==> src/rtl/clkstop_pkg.sv <==
package clkstop_pkg;
  typedef enum logic {PARK_LOW = 1'b0, PARK_HIGH = 1'b1} park_e;
  localparam int unsigned DEF_QUAL_EDGES = 2;
  localparam int unsigned DEF_N_SE = 4;
endpackage

==> src/rtl/clkstop_pd_qual.sv <==
module clkstop_pd_qual
  import clkstop_pkg::*;
#(
  parameter int unsigned QUAL_EDGES = DEF_QUAL_EDGES
) (
  input  logic clk,
  input  logic rst_n,
  input  logic pd_n_i,
  input  logic cpu_c_i,
  output logic pd_act_o
);
  localparam int unsigned CW = $clog2(QUAL_EDGES + 1);

  logic          sync1, sync2, c_prev;
  logic [CW-1:0] low_cnt;
  logic          c_rise;

  assign c_rise = cpu_c_i & ~c_prev;

  always_ff @(posedge clk or negedge rst_n) begin
    if (!rst_n) begin
      sync1    <= 1'b1;
      sync2    <= 1'b1;
      c_prev   <= 1'b0;
      low_cnt  <= '0;
      pd_act_o <= 1'b0;
    end else begin
      sync1  <= pd_n_i;
      sync2  <= sync1;
      c_prev <= cpu_c_i;
      if (sync2) begin
        low_cnt  <= '0;
        pd_act_o <= 1'b0;
      end else if (c_rise) begin
        if (low_cnt == CW'(QUAL_EDGES - 1)) pd_act_o <= 1'b1;
        else low_cnt <= low_cnt + 1'b1;
      end
    end
  end

  // entry only after the synchronised pin was low
  p_entry_needs_low_r2: assert property (@(posedge clk) disable iff (!rst_n)
    $rose(pd_act_o) |-> !$past(sync2));

  // first high sample ends power-down
  p_release_first_high_r9: assert property (@(posedge clk) disable iff (!rst_n)
    sync2 |=> !pd_act_o);
endmodule

==> src/rtl/clkstop_gate.sv <==
module clkstop_gate
  import clkstop_pkg::*;
#(
  parameter park_e PARK = PARK_LOW
) (
  input  logic clk,
  input  logic rst_n,
  input  logic src_i,
  input  logic stop_i,
  output logic out_o,
  output logic run_o
);
  // The run flag moves only while the source sits at the park level,
  // so the output never changes level between source edges.
  always_ff @(posedge clk or negedge rst_n) begin
    if (!rst_n) run_o <= 1'b1;
    else if (src_i == logic'(PARK)) run_o <= ~stop_i;
  end

  generate
    if (PARK == PARK_HIGH) begin : g_park_high
      assign out_o = src_i | ~run_o;
    end else begin : g_park_low
      assign out_o = src_i & run_o;
    end
  endgenerate

  // the output changes only together with its source
  p_edge_with_src_r3: assert property (@(posedge clk) disable iff (!rst_n)
    !$stable(out_o) |-> !$stable(src_i));

  // a held output stays at the park level while the flag is clear
  p_hold_stable_r7: assert property (@(posedge clk) disable iff (!rst_n)
    (!run_o && $past(!run_o)) |-> $stable(out_o));
endmodule

==> src/rtl/clkstop_ctrl.sv <==
module clkstop_ctrl
  import clkstop_pkg::*;
#(
  parameter int unsigned N_SE       = DEF_N_SE,
  parameter int unsigned QUAL_EDGES = DEF_QUAL_EDGES
) (
  input  logic            clk,
  input  logic            rst_n,
  input  logic            pd_n_i,
  input  logic            sw_run_i,
  input  logic            cpu_tri_i,
  input  logic            cpu_en_i,
  input  logic            cpu_t_src_i,
  input  logic            cpu_c_src_i,
  input  logic [N_SE-1:0] se_src_i,
  input  logic [N_SE-1:0] se_en_i,
  input  logic [N_SE-1:0] se_stop_mask_i,
  output logic [N_SE-1:0] se_clk_o,
  output logic            cpu_t_o,
  output logic            cpu_c_o,
  output logic            cpu_t_oe_o,
  output logic            cpu_c_oe_o
);
  logic            pd_act;
  logic            cpu_run;
  logic [N_SE-1:0] se_run;
  logic [N_SE-1:0] se_stop;

  clkstop_pd_qual #(.QUAL_EDGES(QUAL_EDGES)) u_qual (
    .clk      (clk),
    .rst_n    (rst_n),
    .pd_n_i   (pd_n_i),
    .cpu_c_i  (cpu_c_src_i),
    .pd_act_o (pd_act)
  );

  genvar gi;
  generate
    for (gi = 0; gi < N_SE; gi++) begin : g_se
      assign se_stop[gi] = pd_act | ~se_en_i[gi] | (se_stop_mask_i[gi] & ~sw_run_i);

      clkstop_gate #(.PARK(PARK_LOW)) u_gate (
        .clk    (clk),
        .rst_n  (rst_n),
        .src_i  (se_src_i[gi]),
        .stop_i (se_stop[gi]),
        .out_o  (se_clk_o[gi]),
        .run_o  (se_run[gi])
      );

      // a cleared run flag means a low output
      p_stopped_low_r6: assert property (@(posedge clk) disable iff (!rst_n)
        !se_run[gi] |-> !se_clk_o[gi]);
    end
  endgenerate

  clkstop_gate #(.PARK(PARK_HIGH)) u_cpu (
    .clk    (clk),
    .rst_n  (rst_n),
    .src_i  (cpu_t_src_i),
    .stop_i (pd_act),
    .out_o  (cpu_t_o),
    .run_o  (cpu_run)
  );

  // The true side parks during a source high phase, when the complement is low.
  assign cpu_c_o    = cpu_run & cpu_c_src_i;
  assign cpu_t_oe_o = cpu_en_i & (cpu_run | ~cpu_tri_i);
  assign cpu_c_oe_o = cpu_en_i & cpu_run;

  // whenever the complement driver is released while enabled, true is high
  p_park_true_high_r4: assert property (@(posedge clk) disable iff (!rst_n)
    (cpu_en_i && !cpu_c_oe_o) |-> cpu_t_o);
endmodule

==> config.mk <==
export PLATFORM = sky130hd
export DESIGN_NAME = clkstop_ctrl
export DESIGN_NICKNAME = d
export VERILOG_FILES = /design/src/rtl/clkstop_pkg.sv /design/src/rtl/clkstop_pd_qual.sv /design/src/rtl/clkstop_gate.sv /design/src/rtl/clkstop_ctrl.sv
export SDC_FILE = /design/constraint.sdc
export NUM_CORES = 1
export LEC_CHECK = 0
export ABC_CLOCK_PERIOD_IN_PS = 2100
export BUFFER_PORTS_ARGS = -buffer_cell sky130_fd_sc_hd__buf_4
export CAP_MARGIN = 30
export CORE_MARGIN = 5
export CORE_UTILIZATION = 38
export CTS_CLUSTER_SIZE = 12
export DETAILED_ROUTE_END_ITERATION = 6
export PLACE_DENSITY_LB_ADDON = 0.3
export SETUP_SLACK_MARGIN = 0.4
export SYNTH_ARGS = -nofsm -noshare
export SYNTH_HDL_FRONTEND = slang
export SYNTH_SLANG_ARGS = --single-unit
==> constraint.sdc <==
create_clock -name clk -period 2.1 [get_ports clk]
set_input_delay 0.21 -clock clk [delete_from_list [all_inputs] [get_ports clk]]
set_output_delay 0.21 -clock clk [all_outputs]
set_load 0.05 [all_outputs]
==> flow_metrics.env <==
export IMPL_die_area_um2=2280
export IMPL_power_frac_seq=0.471
export IMPL_p_comb_frac=0.254
export IMPL_cp_slowest_cell="or3b_1"
export IMPL_ys_warn_count=0
export IMPL_globalplace_congestion=0.725
export IMPL_yosysTopAreaCellShare=0.340
export IMPL_crit_arrival_ps=1620
export IMPL_cts_resized_gates=0
export IMPL_cts_buffer_depth=2
export IMPL_htreeDepth=1
export IMPL_fin_area_um2=768
export IMPL_finalCritPeriodShare=0.702
export IMPL_grt_setup_unrepaired="no"
export IMPL_setup_viol=0
export IMPL_grt_overflow_total=0
export IMPL_maxUsedRoutingLayer="met4"
export IMPL_first_iter_violations=1
export IMPL_first_pass_iters=4
export IMPL_end_kind="register"
export IMPL_placement_rows=13
export IMPL_start_kind="register"
export IMPL_ys_types=20
export IMPL_postCtsHoldBufs=1
export IMPL_ant_nets=0
export IMPL_fin_nets=99
export IMPL_post_route_drc_count=0
export IMPL_ys_ff_latch=11
export IMPL_ctsRootBufferMaster="clkbuf_4"
export IMPL_dpl_hpwl_um=915
export IMPL_syn_area_um2=541
export IMPL_slowest_delay_ps=430
export IMPL_post_route_cells_drive_above_1_share=0.519
export IMPL_route_met3_wl_um=108
export IMPL_wl_per_cell_um=12.4
export IMPL_cts_setup_buffers=0
export IMPL_synthesis_nets=70
export IMPL_finClkSkew_ps=8.66
export IMPL_routed_via_density=4.72
export IMPL_wirelength_mm=1.14
export IMPL_relSlewSlack=0.862
export IMPL_mostFrequentLayoutCells="buf_4, dfstp_2, and2_1, nand2b_1, nor2_1"
export IMPL_antenna_cells=0
export IMPL_drv_cap=0
export IMPL_synthTopCellsByArea="dfstp_2, dfrtp_1, and2_1"
export IMPL_tns_ps=0
export IMPL_cts_tree="done"
export IMPL_cts_buffers=3
export IMPL_path_buf_inv=0
export IMPL_clock_sinks=11
export IMPL_place_area_um2=732
export IMPL_p_switching_w=0.000147
export IMPL_critical_path_class="reg -> reg"
export IMPL_place_inst=87
export IMPL_worstPathRequired_ps=2250
export IMPL_antenna_found_initial=0
export IMPL_max_freq_mhz=679
export IMPL_swShare=0.284
export IMPL_avgSynthCellArea_um2=11.0
export IMPL_ir_drop_mv=0.382
export IMPL_initial_core_util=0.410
export IMPL_portBuffers=27
export IMPL_leakage_nw=0.378
export IMPL_pwr_density_cell_nw_per_um2=674
export IMPL_yosysTopAreaCell="dfstp_2"
export IMPL_grt_pass1_wl_mm=1.84
export IMPL_grt_max_degree=12
export IMPL_wl_met1_um=459
export IMPL_hp_class="in -> reg"
export IMPL_grt_total_usage=0.125
export IMPL_clk_pin_slew_ps=60
export IMPL_maxSlewViolCount=0
export IMPL_critPathMaxFanout=3
export IMPL_fp_coreArea_um2=1320
export IMPL_fill_cells=129
export IMPL_ioPinCount=28
export IMPL_dr_total_vias=434
export IMPL_dieWidth_um=47.7
export IMPL_cp_top_family="simple AND/OR/NAND/NOR gates"
export IMPL_status="finished, final reports clean"
export IMPL_syn_inst=49
export IMPL_syn2layout_area_growth_pct=42.1
export IMPL_clkPwrFrac=0.275
export IMPL_path_cells="ha_1, or3b_1, mux2_4"
export IMPL_fp_dieH_um=47.7
export IMPL_hold_viol=0
export IMPL_p_int_w=0.000371
export IMPL_first_global_vias=450
export IMPL_final_common_cell="buf_4"
export IMPL_clk_latency_ps=270
export IMPL_synth_seq_area_share=0.525
export IMPL_stdcell_count=92
export IMPL_min_period_ps=1470
export IMPL_worstMarginPinSlew_ps=208
export IMPL_met2_length_um=539
[cells by family after synthesis]
kind of cell    Yosys count  share of synthesized area
compound gates            8                      0.111
fa+ha+maj                 1                     0.0231
buf+inv                   8                     0.0833
flops                    11                      0.525
mux                       1                     0.0278
simple gates             20                      0.229
[flip-flops by register name, summed over array words and instances, names as in the netlist]
signal             cells
u_cpu.run_o            1
u_qual.sync1           1
u_qual.pd_act_o        1
g_se.u_gate.run_o      4
u_qual.c_prev          1
u_qual.sync2           1
u_qual.low_cnt         2
[synth_stat cells (all sizes together)]
master  n
nor2    5
a31o    4
buf     4
o21ai   1
dfrtp   4
a21boi  1
ha      1
dfstp   7
a21oi   1
and2    6
a211oi  1
nand2b  5
nor2b   1
and4bb  1
or3b    1
nand3b  1
mux2    1
inv     4
[per-stage QoR]
stage / hold slack (ps) / setup WS [ps] / utilization / total power [W]
after floorplan: -85.6 / 607 / - / 0.000328
after global placement: 47.7 / 675 / 0.556 / 0.000375
after detailed placement: 53.3 / 634 / 0.556 / 0.000379
after CTS: 36.0 / 626 / 0.583 / 0.000529
after global routing: 29.1 / 592 / 0.583 / 0.000554
final: 51.6 / 627 / 0.583 / 0.000518
[layout make-up]
cell class	instances	area [um2]	share of cell area
clock buffers	4	26.3	0.0342
well taps	15	18.8	0.0244
flip-flops and latches	11	284	0.370
multi-input cells	30	211	0.275
inverters	4	15.0	0.0195
repair buffers	28	213	0.277
[worst paths after layout]
path / startpoint / cells after the start / slack [ps] / end
worst max-delay path: u_qual.low_cnt[0]$_DFFE_PN0P_ / 3 / 630 / u_qual.low_cnt[0]$_DFFE_PN0P_
max in group asynchronous: rst_n / 2 / 1540 / g_se[3].u_gate.run_o$_DFFE_PN1N_
worst min-delay path: pd_n_i / 1 / 50 / u_qual.sync1$_DFF_PN1_
min in group asynchronous: rst_n / 2 / 320 / u_qual.pd_act_o$_DFFE_PN0P_
worst min register to register: u_qual.sync1$_DFF_PN1_ / 0 / 360 / u_qual.sync2$_DFF_PN1_
worst max register to register: u_qual.low_cnt[0]$_DFFE_PN0P_ / 3 / 630 / u_qual.low_cnt[0]$_DFFE_PN0P_
[layer usage]
layer / GRT usage / up-vias
li1: - / 214
met1: 0.138 / 201
met2: 0.195 / 15
met3: 0.0451 / 4
met4: 0.0968 / 0
met5: 0 / -
[power by group through the flow]
stage	combinational (W)	clock (W)	sequential, W
floorplan	0.0000829	0	0.000245
global placement	0.000129	0	0.000247
global route	0.000142	0.000166	0.000246
CTS	0.000133	0.000152	0.000244
detailed placement	0.000131	0	0.000248
finish	0.000132	0.000142	0.000244
(Power assumes the default switching activity.)
